$ cat config.mk
export PLATFORM = sky130hd
export DESIGN_NAME = fm_window_separator
export DESIGN_NICKNAME = d
export VERILOG_FILES = /design/src/rtl/fm_sep_pkg.sv /design/src/rtl/fm_rd_sync.sv /design/src/rtl/fm_win_timer.sv /design/src/rtl/fm_window_separator.sv
export SDC_FILE = /design/constraint.sdc
export NUM_CORES = 1
export LEC_CHECK = 0
export BUFFER_PORTS_ARGS = -buffer_cell sky130_fd_sc_hd__buf_4
export CAP_MARGIN = 20
export CELL_PAD_IN_SITES_DETAIL_PLACEMENT = 0
export CELL_PAD_IN_SITES_GLOBAL_PLACEMENT = 1
export CORE_MARGIN = 3
export CORE_UTILIZATION = 42
export DETAILED_ROUTE_END_ITERATION = 8
export PLACE_DENSITY = 0.79
export SLEW_MARGIN = 30
export SYNTH_ARGS = -nofsm -noshare
export SYNTH_HDL_FRONTEND = slang
export SYNTH_SLANG_ARGS = --single-unit
$ cat constraint.sdc
create_clock -name clk -period 2.2 [get_ports clk]
set_input_delay 0.22 -clock clk [delete_from_list [all_inputs] [get_ports clk]]
set_output_delay 0.22 -clock clk [all_outputs]
set_load 0.02 [all_outputs]
$ cat src/rtl/fm_sep_pkg.sv
package fm_sep_pkg;
  typedef enum logic [1:0] {
    ST_CLKW = 2'd0,
    ST_DATW = 2'd1,
    ST_GAP  = 2'd2
  } sep_state_t;

  localparam int N_WIN   = 2;
  localparam int WIN_SHORT = 0;
  localparam int WIN_LONG  = 1;
endpackage

$ cat src/rtl/fm_rd_sync.sv
module fm_rd_sync #(
  parameter int STAGES = 2
) (
  input  logic clk,
  input  logic rst,
  input  logic raw_i,
  output logic event_o
);
  logic [STAGES-1:0] sh_q;
  logic              last_q;

  always_ff @(posedge clk) begin
    if (rst) begin
      sh_q   <= '0;
      last_q <= 1'b0;
    end else begin
      sh_q   <= (sh_q << 1) | STAGES'(raw_i);
      last_q <= sh_q[STAGES-1];
    end
  end

  assign event_o = sh_q[STAGES-1] & ~last_q;

  // a detected event is never followed by another in the next cycle
  a_r10_single_event: assert property (@(posedge clk) disable iff (rst)
    event_o |=> !event_o);
endmodule

$ cat src/rtl/fm_win_timer.sv
module fm_win_timer #(
  parameter int CNT_W = 8
) (
  input  logic             clk,
  input  logic             rst,
  input  logic             clr_i,
  input  logic             load_i,
  input  logic [CNT_W-1:0] len_i,
  output logic             run_o
);
  logic [CNT_W-1:0] cnt_q;

  always_ff @(posedge clk) begin
    if (rst || clr_i)       cnt_q <= '0;
    else if (load_i)        cnt_q <= len_i;
    else if (cnt_q != '0)   cnt_q <= cnt_q - 1'b1;
  end

  // more than one cycle of window remains
  assign run_o = cnt_q > CNT_W'(1);

  // a timer held in reset does not run in the following cycle
  a_r9_clr_idle: assert property (@(posedge clk) disable iff (rst)
    clr_i |=> !run_o);
endmodule

$ cat src/rtl/fm_window_separator.sv
module fm_window_separator #(
  parameter int CNT_W     = 8,
  parameter int ERR_W     = 4,
  parameter int SYNC_FF   = 2,
  parameter int PULSE_LEN = 2
) (
  input  logic             clk,
  input  logic             rst,
  input  logic             rd_raw_i,
  input  logic [CNT_W-1:0] short_len_i,
  input  logic [CNT_W-1:0] long_len_i,
  input  logic [CNT_W-1:0] cell_len_i,
  output logic             sep_clk_o,
  output logic             sep_data_o,
  output logic             clk_win_o,
  output logic             data_win_o,
  output logic             bit_o,
  output logic             bit_valid_o,
  output logic [ERR_W-1:0] err_cnt_o
);
  import fm_sep_pkg::*;

  localparam int         HOLD_W  = $clog2(PULSE_LEN + 1);
  localparam logic [ERR_W-1:0] ERR_MAX = {ERR_W{1'b1}};

  sep_state_t        state_q;
  logic              ev;
  logic              prev_bit_q;
  logic              dmark_q;
  logic [HOLD_W-1:0] hold_q;
  logic [CNT_W-1:0]  cell_q;
  logic              cell_run_q;
  logic [N_WIN-1:0]  tmr_run;
  logic              win_run;
  logic              start;

  fm_rd_sync #(.STAGES(SYNC_FF)) u_sync (
    .clk(clk), .rst(rst), .raw_i(rd_raw_i), .event_o(ev)
  );

  assign start = (state_q == ST_CLKW) && ev;

  for (genvar i = 0; i < N_WIN; i++) begin : g_tmr
    logic clr_w;
    // the timer not picked by the previous bit is held in reset
    assign clr_w = (i == WIN_SHORT) ? !prev_bit_q : prev_bit_q;
    fm_win_timer #(.CNT_W(CNT_W)) u_tmr (
      .clk(clk), .rst(rst), .clr_i(clr_w), .load_i(start && !clr_w),
      .len_i((i == WIN_SHORT) ? short_len_i : long_len_i),
      .run_o(tmr_run[i])
    );
  end

  assign win_run = |tmr_run;

  always_ff @(posedge clk) begin
    if (rst) begin
      state_q     <= ST_CLKW;
      prev_bit_q  <= 1'b0;
      dmark_q     <= 1'b0;
      hold_q      <= '0;
      cell_q      <= '0;
      cell_run_q  <= 1'b0;
      sep_clk_o   <= 1'b0;
      bit_o       <= 1'b0;
      bit_valid_o <= 1'b0;
      err_cnt_o   <= '0;
    end else begin
      sep_clk_o   <= 1'b0;
      bit_valid_o <= 1'b0;
      if (hold_q != '0) hold_q <= hold_q - 1'b1;
      if (cell_run_q && cell_q != cell_len_i) cell_q <= cell_q + 1'b1;
      case (state_q)
        ST_CLKW: begin
          if (ev) begin
            sep_clk_o  <= 1'b1;
            dmark_q    <= 1'b0;
            state_q    <= ST_DATW;
            cell_q     <= '0;
            cell_run_q <= 1'b1;
          end else if (cell_run_q && cell_q == cell_len_i) begin
            prev_bit_q <= 1'b0;
            cell_run_q <= 1'b0;
          end
        end
        ST_DATW: begin
          if (ev) begin
            hold_q  <= HOLD_W'(PULSE_LEN);
            dmark_q <= 1'b1;
          end else if (!win_run && hold_q <= HOLD_W'(1)) begin
            state_q     <= ST_GAP;
            bit_o       <= dmark_q;
            bit_valid_o <= 1'b1;
            prev_bit_q  <= dmark_q;
          end
        end
        ST_GAP: begin
          state_q <= ST_CLKW;
          if (ev && err_cnt_o != ERR_MAX) err_cnt_o <= err_cnt_o + 1'b1;
        end
        default: state_q <= ST_CLKW;
      endcase
    end
  end

  assign clk_win_o  = (state_q == ST_CLKW);
  assign data_win_o = (state_q == ST_DATW);
  assign sep_data_o = (hold_q != '0);

  // a separated clock pulse coincides with an open data window
  a_r2_clk_opens_data: assert property (@(posedge clk) disable iff (rst)
    sep_clk_o |-> data_win_o && !clk_win_o);
  // only the selected window timer ever counts
  a_r3_one_timer: assert property (@(posedge clk) disable iff (rst)
    !(tmr_run[WIN_SHORT] && tmr_run[WIN_LONG]));
  // a separated data pulse never extends outside the data window
  a_r6_data_in_window: assert property (@(posedge clk) disable iff (rst)
    sep_data_o |-> data_win_o);
  // the bit strobe is one cycle wide and falls in the gap
  a_r7_strobe_gap: assert property (@(posedge clk) disable iff (rst)
    bit_valid_o |-> !clk_win_o && !data_win_o);
  a_r7_strobe_single: assert property (@(posedge clk) disable iff (rst)
    bit_valid_o |=> !bit_valid_o && clk_win_o);
  // the drop counter steps by one and sticks at its ceiling
  a_r8_err_step: assert property (@(posedge clk) disable iff (rst)
    (err_cnt_o != $past(err_cnt_o)) |-> (err_cnt_o == $past(err_cnt_o) + 1'b1));
  a_r8_err_sat: assert property (@(posedge clk) disable iff (rst)
    (err_cnt_o == ERR_MAX) |=> (err_cnt_o == ERR_MAX));
endmodule

==> results.sh, run 1 <==
export IMPL_grt_first_pass_wirelength_um=8073
export IMPL_worst_ep_arrival_time_ns=2.01
export IMPL_design_die_area_mm2=0.006154
export IMPL_cts_reportedPaths_clkPinSlew_ns=0.09
export IMPL_share_of_cells_above_drive_strength_1_pct=20.61
export IMPL_drc=0
export IMPL_cp_end_kind="flop"
export IMPL_timing_critical_path_fanout_max=8
export IMPL_post_drt_wl_per_cell_um=12.99
export IMPL_worst_skew_pair_late_latency_ns=0.30
export IMPL_worst_setup_path_type="reg2reg"
export IMPL_reg2reg_slack_ns=0.42
export IMPL_yosys_most_used_dff="sky130_fd_sc_hd__dfxtp_1"
export IMPL_synth_ff_latch_count=41
export IMPL_timing_worst_slew_pin_value_ns=0.6913
export IMPL_slowest_delay_ns=0.53
export IMPL_grt_usage_pct=16.22
export IMPL_post_synth_cell_area_avg_um2=8.680
export IMPL_netlist_area_mm2=0.002205
export IMPL_timing_critical_path_slowest_stage_cell="sky130_fd_sc_hd__nor4_4"
export IMPL_startpoint_type="flop"
export IMPL_finalWeightedCongestion=0.7890
export IMPL_grt_start_max_net_pins=27
export IMPL_placedCellCount=355
export IMPL_start_util_pct=44.89
export IMPL_grt_overflow=0
export IMPL_final_ant_viol_nets=0
export IMPL_power_leakage_nw=1.091
export IMPL_die_w_um=78.45
export IMPL_ys_async_sr_fraction_pct=0
export IMPL_status="complete, no violations"
export IMPL_clock_root_buffer="sky130_fd_sc_hd__clkbuf_8"
export IMPL_cts_buffer_depth=2
export IMPL_worstPathCellList="nor4_4 -> nand4b_4 -> or4_1 -> a21oi_1"
export IMPL_layout_cell_area_non_filler_mm2=0.002708
export IMPL_syn_instance_count=254
export IMPL_fin_worst_skew_ns=0.007137
export IMPL_synth_cell_types=45
export IMPL_cts_hold_buf=0
export IMPL_total_power_mw=2.249
export IMPL_part_of_the_yosys_area_used_for_sequential_elements_pct=37.23
export IMPL_worst_ir_drop_vdd_mv=0.5022
export IMPL_synth_fp_nets=289
export IMPL_stdcell_count=363
export IMPL_vias_per_cell=5.267
export IMPL_tritoncts_num_sinks=41
export IMPL_cts_buffers=5
export IMPL_dr_pass1_iters=4
export IMPL_via_count=1912
export IMPL_postCtsResizedCells=0
export IMPL_final_nets=330
export IMPL_powerDensity_mw_per_mm2=830.5
export IMPL_design_portCount=37
export IMPL_antenna_found_initial=0
export IMPL_synth_enable_flop_cells=0
export IMPL_finalCriticalPeriod_ns=1.783
export IMPL_yosys_warn_count=0
export IMPL_utilization_pct=55.13
export IMPL_post_cts_buffers=0
export IMPL_worst_endpoint_required_ns=2.43
export IMPL_type_of_the_tightest_min_delay_check="in2reg"
export IMPL_placementRows=25
export IMPL_worst_slew_margin_rel_pct=53.28
export IMPL_slew_violations=0
export IMPL_area_delta_synth_final_pct=22.82
export IMPL_portBuffers=36
export IMPL_rsz0062_at_grt="no"
export IMPL_max_clock_freq_mhz=560.9
export IMPL_timing_final_crit_share_pct=81.04
export IMPL_hpwlAfterDp_um=3402
export IMPL_placement_cell_area_mm2=0.002570
export IMPL_die_y_um=78.45
export IMPL_cap_violations=0
export IMPL_setup_viol=0
export IMPL_core_area_mm2=0.004911
export IMPL_routed_wirelength_um=4714
export IMPL_total_number_of_h_tree_levels=2
export IMPL_tritoncts="yes"
export IMPL_first_global_vias=1744
export IMPL_drtIter0Drc=93
export IMPL_antenna_cells=0
export IMPL_finalHoldViolCount=0
export IMPL_fin_setup_tns_ns=0
[where the power goes]
part | switching, mW | internal [mW] | total (mW)
Combinational | 0.314 | 0.298 | 0.612
Clock | 0.283 | 0.457 | 0.740
Sequential | 0.0851 | 0.812 | 0.897
Total | 0.682 | 1.57 | 2.25
[area by class of cell]
class,instances,area [um2]
multi-input combinational,199,1331
timing repair buffer,41,307.8
inverter,7,26.28
tap,67,83.83
fill,483,2203
clock buffer,5,68.82
sequential,41,820.8
clock inverter,3,68.82
[cells in the final DEF (no fill, tap or decap), types with 4 or more instances in the layout]
cell type                  synthesis  routed
sky130_fd_sc_hd__nand4_1           4       4
sky130_fd_sc_hd__dfxtp_1          41      41
sky130_fd_sc_hd__a21oi_1          13      13
sky130_fd_sc_hd__nor2b_1           7       7
sky130_fd_sc_hd__and3_1            5       5
sky130_fd_sc_hd__nand2_1          23      23
sky130_fd_sc_hd__nor4_1            6       6
sky130_fd_sc_hd__nor2_1           27      27
sky130_fd_sc_hd__or3_1             8       8
sky130_fd_sc_hd__mux2i_1           9       9
sky130_fd_sc_hd__or2_2             4       4
sky130_fd_sc_hd__a211oi_1         12      12
sky130_fd_sc_hd__inv_1             7       7
sky130_fd_sc_hd__buf_4             0      41
sky130_fd_sc_hd__a311oi_1          5       5
sky130_fd_sc_hd__xor2_1           12      12
sky130_fd_sc_hd__nor3_1           13      13
sky130_fd_sc_hd__nand3_1           7       7
sky130_fd_sc_hd__clkbuf_8          0       5
sky130_fd_sc_hd__ha_1              8       8
[flip-flops by register name (all words and copies together) (netlist names)]
register           cells
g_tmr.u_tmr.cnt_q     16
cell_q                 8
err_cnt_o              4
hold_q                 2
state_q                2
u_sync.sh_q            2
bit_o                  1
bit_valid_o            1
cell_run_q             1
dmark_q                1
g_tmr.clr_w            1
sep_clk_o              1
u_sync.last_q          1
[stage by stage]
| step | worst slack, ns | hold WS [ns] |
|---|---|---|
| detailed placement | 0.3918 | 0.4287 |
| floorplan | 0.5210 | 0.3482 |
| CTS | 0.3694 | 0.1237 |
| global placement | 0.4421 | 0.4184 |
| finish | 0.4171 | 0.1297 |
| global route | 0.2240 | 0.1613 |
[metal layers]
| layer | vias up | GRT usage [%] | part of all wire, % |
|---|---|---|---|
| met1 | 872 | 20.75 | 47 |
| met3 | 2 | 4.931 | 4.7 |
| li1 | 1003 | - | - |
| met4 | 0 | 3.671 | 0.49 |
| met5 | - | 0 | 0 |
| met2 | 35 | 26.80 | 48 |
[Yosys cell counts (7+ instances only)]
master | n | area (um2)
sky130_fd_sc_hd__nand3_1 | 7 | 35.03
sky130_fd_sc_hd__ha_1 | 8 | 100.1
sky130_fd_sc_hd__dfxtp_1 | 41 | 820.8
sky130_fd_sc_hd__nor2_1 | 27 | 101.4
sky130_fd_sc_hd__xor2_1 | 12 | 105.1
sky130_fd_sc_hd__inv_1 | 7 | 26.28
sky130_fd_sc_hd__nand2_1 | 23 | 86.33
sky130_fd_sc_hd__nor3_1 | 13 | 65.06
sky130_fd_sc_hd__mux2i_1 | 9 | 90.09
sky130_fd_sc_hd__or3_1 | 8 | 50.05
sky130_fd_sc_hd__nor2b_1 | 7 | 43.79
sky130_fd_sc_hd__a211oi_1 | 12 | 90.09
sky130_fd_sc_hd__a21oi_1 | 13 | 65.06
[critical path: cells and delay by family (launching register included)]
family | cells | cell delay (ns)
and+or+nand+nor | 3 | 1.21
DFF | 1 | 0.37
AOI/OAI and AO/OA | 1 | 0.14
[cell families (layout without fill, tap and decap cells)]
logic type / after synthesis / count (layout) / share of synthesized area [%]
AO/OA/AOI/OAI: 44 / 44 / 13.73
adder cells (fa/ha/maj): 8 / 8 / 4.540
buffers and inverters: 14 / 56 / 2.384
multiplexers: 9 / 9 / 4.086
flip-flops: 41 / 41 / 37.23
XOR/XNOR: 15 / 15 / 5.959
AND/OR/NAND/NOR: 123 / 123 / 32.07
[worst paths after layout]
kind                           startpoint              to  depth (start not counted)
setup / recovery  g_tmr[1].u_tmr.cnt_q[2]           bit_o                          4
hold / removal                   rd_raw_i  u_sync.sh_q[0]                          2
setup reg to reg  g_tmr[1].u_tmr.cnt_q[2]           bit_o                          4
hold reg to reg            u_sync.sh_q[0]  u_sync.sh_q[1]                          1
No activity file was read; power rests on OpenSTA's default activity.
==> run 2, diff against run 1 <==
- ABC_AREA: default -> 1
- CORE_UTILIZATION: 42 -> 36
- PLACE_DENSITY: 0.79 -> 0.75
- clock period: 2.2 -> 1.6 ns (I/O delays scaled with it)
==> results.sh, run 2 <==
export IMPL_cpLargestDelayFamily="buffers and inverters"
export IMPL_yosys_warn_count=0
export IMPL_final_nets=428
export IMPL_largest_reg_flops=16
export IMPL_drtIter0Drc=76
export IMPL_timing_final_crit_share_pct=91.15
export IMPL_worst_ep_arrival_time_ns=1.30
export IMPL_worstPathBufferInverterCount=3
export IMPL_total_number_of_h_tree_levels=2
export IMPL_fin_setup_tns_ns=0
export IMPL_clock_power_share_pct=29.1
export IMPL_type_of_the_tightest_min_delay_check="in2reg"
export IMPL_cts_reportedPaths_clkPinSlew_ns=0.09
export IMPL_worst_slew_margin_rel_pct=73.73
export IMPL_routed_wirelength_um=5120
export IMPL_rsz0062_at_grt="no"
export IMPL_part_of_the_yosys_area_used_for_sequential_elements_pct=34.04
export IMPL_final_common_cell="sky130_fd_sc_hd__nand2_1"
export IMPL_worst_endpoint_required_ns=1.44
export IMPL_grt_usage_pct=14.21
export IMPL_seq_power_share_pct=38.6
export IMPL_cp_end_kind="output pin"
export IMPL_top_signal_layer_used="met4"
export IMPL_setup_viol=0
export IMPL_layout_cells_most_common_list="sky130_fd_sc_hd__nand2_1 (81), sky130_fd_sc_hd__inv_1 (50), sky130_fd_sc_hd__buf_4 (42), sky130_fd_sc_hd__dfxtp_1 (40), sky130_fd_sc_hd__nor2_1 (32)"
export IMPL_detail_route_wirelength_met1_um=2536
export IMPL_worst_skew_pair_late_latency_ns=0.30
export IMPL_yosys_most_used_dff="sky130_fd_sc_hd__dfxtp_1"
export IMPL_clock_root_buffer="sky130_fd_sc_hd__clkbuf_8"
export IMPL_grt_overflow=0
export IMPL_die_y_um=87.84
export IMPL_multiInputGateArea_mm2=0.001378
export IMPL_synth_cell_types=36
export IMPL_post_drt_wl_per_cell_um=10.87
export IMPL_cts_buffers=5
export IMPL_biggestRegsByFlops="g_tmr.u_tmr.cnt_q: 16 flops, cell_q: 8 flops, err_cnt_o: 4 flops"
export IMPL_post_synth_top_count_cell="sky130_fd_sc_hd__nand2_1"
export IMPL_cts_hold_buf=0
export IMPL_netlist_top_cells_area="sky130_fd_sc_hd__dfxtp_1 (34%), sky130_fd_sc_hd__nand2_1 (13%), sky130_fd_sc_hd__inv_1 (8.3%)"
export IMPL_combPwrFrac_pct=32.3
export IMPL_vias_per_cell=4.599
export IMPL_tritoncts_num_sinks=41
export IMPL_first_global_vias=2025
export IMPL_start_util_pct=37.54
export IMPL_portBuffers=36
export IMPL_slowest_delay_ns=0.38
export IMPL_seqCellArea_um2=822.0
export IMPL_max_clock_freq_mhz=685.7
export IMPL_synth_common_cells="sky130_fd_sc_hd__nand2_1 (81), sky130_fd_sc_hd__inv_1 (53), sky130_fd_sc_hd__dfxtp_1 (41), sky130_fd_sc_hd__nor2_1 (34), sky130_fd_sc_hd__a21oi_1 (21)"
export IMPL_final_fill_count=689
export IMPL_post_cts_buffers=0
export IMPL_antenna_found_initial=0
export IMPL_grt_first_pass_wirelength_um=8721
export IMPL_die_w_um=87.84
export IMPL_placement_setup_worst_slack_ns=0.08079
export IMPL_powerDensity_mw_per_mm2=1051
export IMPL_swShare_pct=33.81
export IMPL_worstPathCellList="inv_1 -> nor2_2 -> buf_4 -> buf_4"
export IMPL_startpoint_type="flop"
export IMPL_antenna_cells=0
export IMPL_timing_worst_slew_pin_value_ns=0.3927
export IMPL_power_leakage_nw=1.402
export IMPL_netlist_area_mm2=0.002411
export IMPL_area_delta_synth_final_pct=22.31
export IMPL_timing_critical_path_fanout_max=4
export IMPL_dr_wl_met2_um=2338
export IMPL_timing_critical_path_slowest_stage_cell="sky130_fd_sc_hd__dfxtp_1"
export IMPL_timing_critical_path_mode_cell="sky130_fd_sc_hd__buf_4"
export IMPL_grt_start_max_net_pins=15
export IMPL_placementRows=29
export IMPL_slew_violations=0
export IMPL_yosys_area_top_type_share_pct=34.04
export IMPL_final_ant_viol_nets=0
export IMPL_tritoncts="yes"
export IMPL_synth_fp_nets=384
export IMPL_post_synth_cell_area_avg_um2=6.908
export IMPL_drc=0
export IMPL_p_int_mw=2.051
export IMPL_cap_violations=0
export IMPL_ys_async_sr_fraction_pct=0
export IMPL_design_die_area_mm2=0.007715
export IMPL_fin_worst_skew_ns=0.009077
export IMPL_syn_instance_count=349
export IMPL_share_of_cells_above_drive_strength_1_pct=22.59
export IMPL_synth_ff_latch_count=41
export IMPL_netSwitchingPower_mw=1.047
export IMPL_total_power_mw=3.098
export IMPL_finalCriticalPeriod_ns=1.458
export IMPL_worst_setup_path_type="reg2out"
export IMPL_dr_pass1_iters=4
export IMPL_worst_ir_drop_vdd_mv=0.6265
export IMPL_cts_buffer_depth=2
export IMPL_core_area_mm2=0.006422
export IMPL_hpwlAfterDp_um=3884
export IMPL_design_portCount=37
export IMPL_max_flop_register="g_tmr.u_tmr.cnt_q"
export IMPL_dr_wl_met3_um=184
export IMPL_final_setup_worst_slack_ns=0.1417
export IMPL_synth_enable_flop_cells=0
export IMPL_finalHoldViolCount=0
export IMPL_finalWeightedCongestion=0.7188
export IMPL_yosysTopAreaCell="sky130_fd_sc_hd__dfxtp_1"
export IMPL_via_count=2166
export IMPL_status="complete, no violations"
[run 2: cell count changes in the layout (fill, tap and decap cells not counted), moves of 6 or more]
cell,previous run,this run
sky130_fd_sc_hd__or3_1,8,0
sky130_fd_sc_hd__nor2_2,0,9
sky130_fd_sc_hd__xor2_1,12,6
sky130_fd_sc_hd__a21oi_1,13,21
sky130_fd_sc_hd__nand3_1,7,19
sky130_fd_sc_hd__inv_1,7,50
sky130_fd_sc_hd__nor2b_1,7,0
sky130_fd_sc_hd__a211oi_1,12,2
sky130_fd_sc_hd__o21ai_0,1,11
sky130_fd_sc_hd__mux2i_1,9,0
sky130_fd_sc_hd__nand2_1,23,81
[run 2: power by group through the flow]
stage / Clock [mW] / Sequential, mW / Combinational (mW)
6_report: 0.903 / 1.20 / 1.00
5_1_grt: 0.958 / 1.21 / 1.14
4_1_cts: 0.926 / 1.19 / 0.957
3_5_place_dp: 0 / 1.21 / 0.949
3_3_place_gp: 0 / 1.21 / 0.952
2_1_floorplan: 0 / 1.20 / 0.714
[run 2: layout make-up]
type | instances | share of cell area (%)
multi-input combinational | 246 | 46.71
sequential | 41 | 27.87
timing repair buffer | 42 | 10.69
inverter | 57 | 7.382
tap | 77 | 3.267
clock buffer | 6 | 2.800
clock inverter | 2 | 1.273
[run 2: cell families (layout without fill, tap and decap cells)]
logic type,count (synthesis),after routing,synth area share (%)
fa+ha+maj,8,8,4.152
flops,41,41,34.04
compound gates,44,44,10.33
simple gates,183,183,37.26
buf+inv,62,107,10.22
xor+xnor,11,11,3.996
[run 2: what timing repair did]
action                                 CTS  global route
gates resized for setup                  0            11
endpoints found under the hold margin    0             0
setup endpoints to repair                0             4
[run 2: worst paths after layout]
kind	start	end	slack, ns	cells after the start
max	state_q[0]	data_win_o	0.14	4
min	rd_raw_i	u_sync.sh_q[0]	0.06	3
max reg2reg	g_tmr[0].u_tmr.cnt_q[0]	g_tmr[1].clr_w	0.19	9
min reg2reg	u_sync.sh_q[0]	u_sync.sh_q[1]	0.40	2
[run 2: per-layer routing]
layer / vias to the layer above / global-route usage, %
met5: - / 0
met4: 0 / 5.021
met3: 6 / 3.387
met2: 33 / 23.70
met1: 940 / 17.88
li1: 1187 / -
[run 2: tightest hold or removal path: stages]
cell and delay (ns):
sky130_fd_sc_hd__buf_4 0.07, sky130_fd_sc_hd__inv_1 0.03, sky130_fd_sc_hd__nor2_1 0.06
[run 2: through the flow]
stage | cell area [um2] | hold slack [ns] | cells | util (%)
2_1_floorplan | 2411 | 0.2670 | 349 | -
6_report | 2949 | 0.05961 | 471 | 45.92
4_1_cts | 2914 | 0.05347 | 471 | 45.37
5_1_grt | 2949 | 0.04740 | 471 | 45.92
3_5_place_dp | 2794 | 0.3738 | 463 | 43.50
3_3_place_gp | 2794 | 0.3593 | 463 | 43.50
==> run 3, diff against run 2 <==
- SYNTH_HIERARCHICAL: default -> 1
==> results.sh, run 3 <==
export IMPL_status="complete, no violations"
export IMPL_total_number_of_h_tree_levels=2
export IMPL_drc=0
export IMPL_cpLargestDelayFamily="flip-flops"
export IMPL_biggestRegsByFlops="g_tmr.u_tmr/cnt_q: 16 flops, cell_q: 8 flops, err_cnt_o: 4 flops"
export IMPL_grt_overflow=0
export IMPL_power_leakage_nw=1.347
export IMPL_cap_violations=0
export IMPL_hpwlAfterDp_um=3833
export IMPL_dr_pass1_iters=4
export IMPL_synth_enable_flop_cells=0
export IMPL_setup_viol=0
export IMPL_worstPathCellList="inv_1 -> nor2_1 -> buf_4"
export IMPL_worstSetupStartpoint="state_q[0]"
export IMPL_design_die_area_mm2=0.007394
export IMPL_timing_critical_path_slowest_stage_cell="sky130_fd_sc_hd__dfxtp_1"
export IMPL_finalCriticalPeriod_ns=1.475
export IMPL_grt_start_max_net_pins=16
export IMPL_timing_critical_path_fanout_max=4
export IMPL_vias_per_cell=4.527
export IMPL_synth_fp_nets=371
export IMPL_part_of_the_yosys_area_used_for_sequential_elements_pct=35.63
export IMPL_placement_setup_worst_slack_ns=0.008646
export IMPL_die_y_um=85.99
export IMPL_timing_final_crit_share_pct=92.16
export IMPL_max_flop_register="g_tmr.u_tmr/cnt_q"
export IMPL_reg2reg_to="g_tmr[1].clr_w"
export IMPL_post_drt_wl_per_cell_um=10.59
export IMPL_final_ant_viol_nets=0
export IMPL_hold_path_startpoint="rd_raw_i"
export IMPL_largest_reg_flops=16
export IMPL_antenna_found_initial=0
export IMPL_netlist_top_cells_area="sky130_fd_sc_hd__dfxtp_1 (36%), sky130_fd_sc_hd__nand2_1 (11%), sky130_fd_sc_hd__nor2_1 (7.7%)"
export IMPL_worst_setup_path_type="reg2out"
export IMPL_timing_worst_slew_pin_value_ns=0.3064
export IMPL_fin_setup_tns_ns=0
export IMPL_rsz0062_at_grt="no"
export IMPL_cts_hold_buf=0
export IMPL_final_common_cell="sky130_fd_sc_hd__nand2_1"
export IMPL_die_w_um=85.99
export IMPL_yosys_warn_count=6
export IMPL_portBuffers=36
export IMPL_antenna_cells=0
export IMPL_synth_ff_latch_count=41
export IMPL_rr_startpoint="g_tmr[0].u_tmr/cnt_q[0]"
export IMPL_placementRows=28
export IMPL_routed_wirelength_um=5020
export IMPL_cp_end_kind="output pin"
export IMPL_post_synth_top_count_cell="sky130_fd_sc_hd__nand2_1"
export IMPL_reg2reg_slack_ns=0.13
export IMPL_endpoint="data_win_o"
export IMPL_start_util_pct=38.01
export IMPL_slowest_delay_ns=0.44
export IMPL_powerDensity_mw_per_mm2=1132
export IMPL_post_synth_cell_area_avg_um2=6.856
export IMPL_type_of_the_tightest_min_delay_check="in2reg"
export IMPL_yosys_area_top_type_share_pct=35.63
export IMPL_cts_buffers=5
export IMPL_drtIter0Drc=90
export IMPL_area_delta_synth_final_pct=29.98
export IMPL_synth_common_cells="sky130_fd_sc_hd__nand2_1 (69), sky130_fd_sc_hd__nor2_1 (47), sky130_fd_sc_hd__inv_1 (44), sky130_fd_sc_hd__dfxtp_1 (41), sky130_fd_sc_hd__a21oi_1 (22)"
export IMPL_worst_slew_margin_rel_pct=79.49
export IMPL_netlist_area_mm2=0.002303
export IMPL_max_clock_freq_mhz=678.2
export IMPL_design_portCount=37
export IMPL_finalWeightedCongestion=0.8165
export IMPL_clock_root_buffer="sky130_fd_sc_hd__clkbuf_8"
export IMPL_grt_first_pass_wirelength_um=8590
export IMPL_finalHoldViolCount=0
export IMPL_synth_cell_types=27
export IMPL_via_count=2146
export IMPL_tritoncts_num_sinks=41
export IMPL_worst_r2r_path_depth=8
export IMPL_yosys_most_used_dff="sky130_fd_sc_hd__dfxtp_1"
export IMPL_worst_skew_pair_late_latency_ns=0.29
export IMPL_worst_ep_arrival_time_ns=1.31
export IMPL_core_area_mm2=0.006061
export IMPL_share_of_cells_above_drive_strength_1_pct=32.33
export IMPL_cts_buffer_depth=2
export IMPL_slew_violations=0
export IMPL_worstPathBufferInverterCount=2
export IMPL_critical_path_depth=3
export IMPL_first_global_vias=1999
export IMPL_layout_cells_most_common_list="sky130_fd_sc_hd__nand2_1 (67), sky130_fd_sc_hd__buf_4 (58), sky130_fd_sc_hd__nor2_1 (42), sky130_fd_sc_hd__inv_1 (39), sky130_fd_sc_hd__dfxtp_1 (35)"
export IMPL_ys_async_sr_fraction_pct=0
export IMPL_final_setup_worst_slack_ns=0.1254
export IMPL_yosysTopAreaCell="sky130_fd_sc_hd__dfxtp_1"
export IMPL_final_nets=433
export IMPL_startpoint_type="flop"
export IMPL_worst_endpoint_required_ns=1.44
export IMPL_grt_usage_pct=14.27
export IMPL_fin_worst_skew_ns=0.005423
export IMPL_worst_ir_drop_vdd_mv=0.8014
export IMPL_syn_instance_count=336
export IMPL_cts_reportedPaths_clkPinSlew_ns=0.08
export IMPL_tritoncts="yes"
## run 3: through the flow
stage | cell area (um2) | total power [mW] | hold slack, ns | util (%) | cells
final | 2994 | 3.390 | 0.09837 | 49.40 | 474
after global routing | 2994 | 3.685 | 0.1091 | 49.40 | 474
after CTS | 2851 | 3.256 | 0.09173 | 47.05 | 467
after detailed placement | 2766 | 2.565 | 0.3954 | 45.64 | 459
after global placement | 2766 | 2.575 | 0.3917 | 45.64 | 459
after floorplan | 2303 | 2.167 | 0.2312 | - | 336
## run 3: final cells by class
| type | count | area [um2] |
|---|---|---|
| Clock buffer | 6 | 72.57 |
| Multi-Input combinational cell | 238 | 1351 |
| Clock inverter | 2 | 10.01 |
| Tap cell | 75 | 93.84 |
| Fill cell | 612 | 3067 |
| Inverter | 54 | 202.7 |
| Timing Repair Buffer | 58 | 435.4 |
| Sequential cell | 41 | 828.3 |
## run 3: metal layers
layer,wire [um],vias up,track usage [%]
met5,0,-,0
met4,61,0,4.317
met3,194,6,3.650
met2,2288,27,23.06
met1,2475,934,18.63
li1,-,1179,-
## run 3: what timing repair did
item | in CTS | in global routing
gates resized for setup | 1 | 32
setup buffers | 0 | 7
setup endpoints to repair | 3 | 19
pin swaps | 0 | 15
## run 3: how the worst min path moves through the flow
stage	to	slack, ns	cells past startpoint
after floorplan	u_sync/sh_q[0]	0.23	1
after detailed placement	u_sync/sh_q[1]	0.40	2
after global placement	u_sync/sh_q[0]	0.39	3
after global routing	u_sync/sh_q[0]	0.11	3
after CTS	u_sync/sh_q[0]	0.09	3
final	u_sync/sh_q[0]	0.1	3
## run 3: cells by family (layout without fill, tap and decap cells)
logic type               Yosys count  count (layout)  synth area share [%]
XOR/XNOR                           8               8                 3.042
AND/OR/NAND/NOR                  169             169                 34.22
AO/OA/AOI/OAI                     53              53                 13.36
adder cells (fa/ha/maj)            8               8                 4.346
flip-flops                        41              41                 35.63
buffers and inverters             57             120                 9.397
## run 3: where the power goes
| part | leakage, nW | switching [mW] | internal (mW) |
|---|---|---|---|
| clock network | 0.0450 | 0.376 | 0.303 |
| registers | 0.335 | 0.110 | 1.15 |
| logic | 0.967 | 0.808 | 0.638 |
| total | 1.35 | 1.29 | 2.10 |
## run 3: worst min-delay path, cell delays in order
cell and delay, ns:
sky130_fd_sc_hd__buf_4 0.08, sky130_fd_sc_hd__inv_1 0.04, sky130_fd_sc_hd__nor2_1 0.08
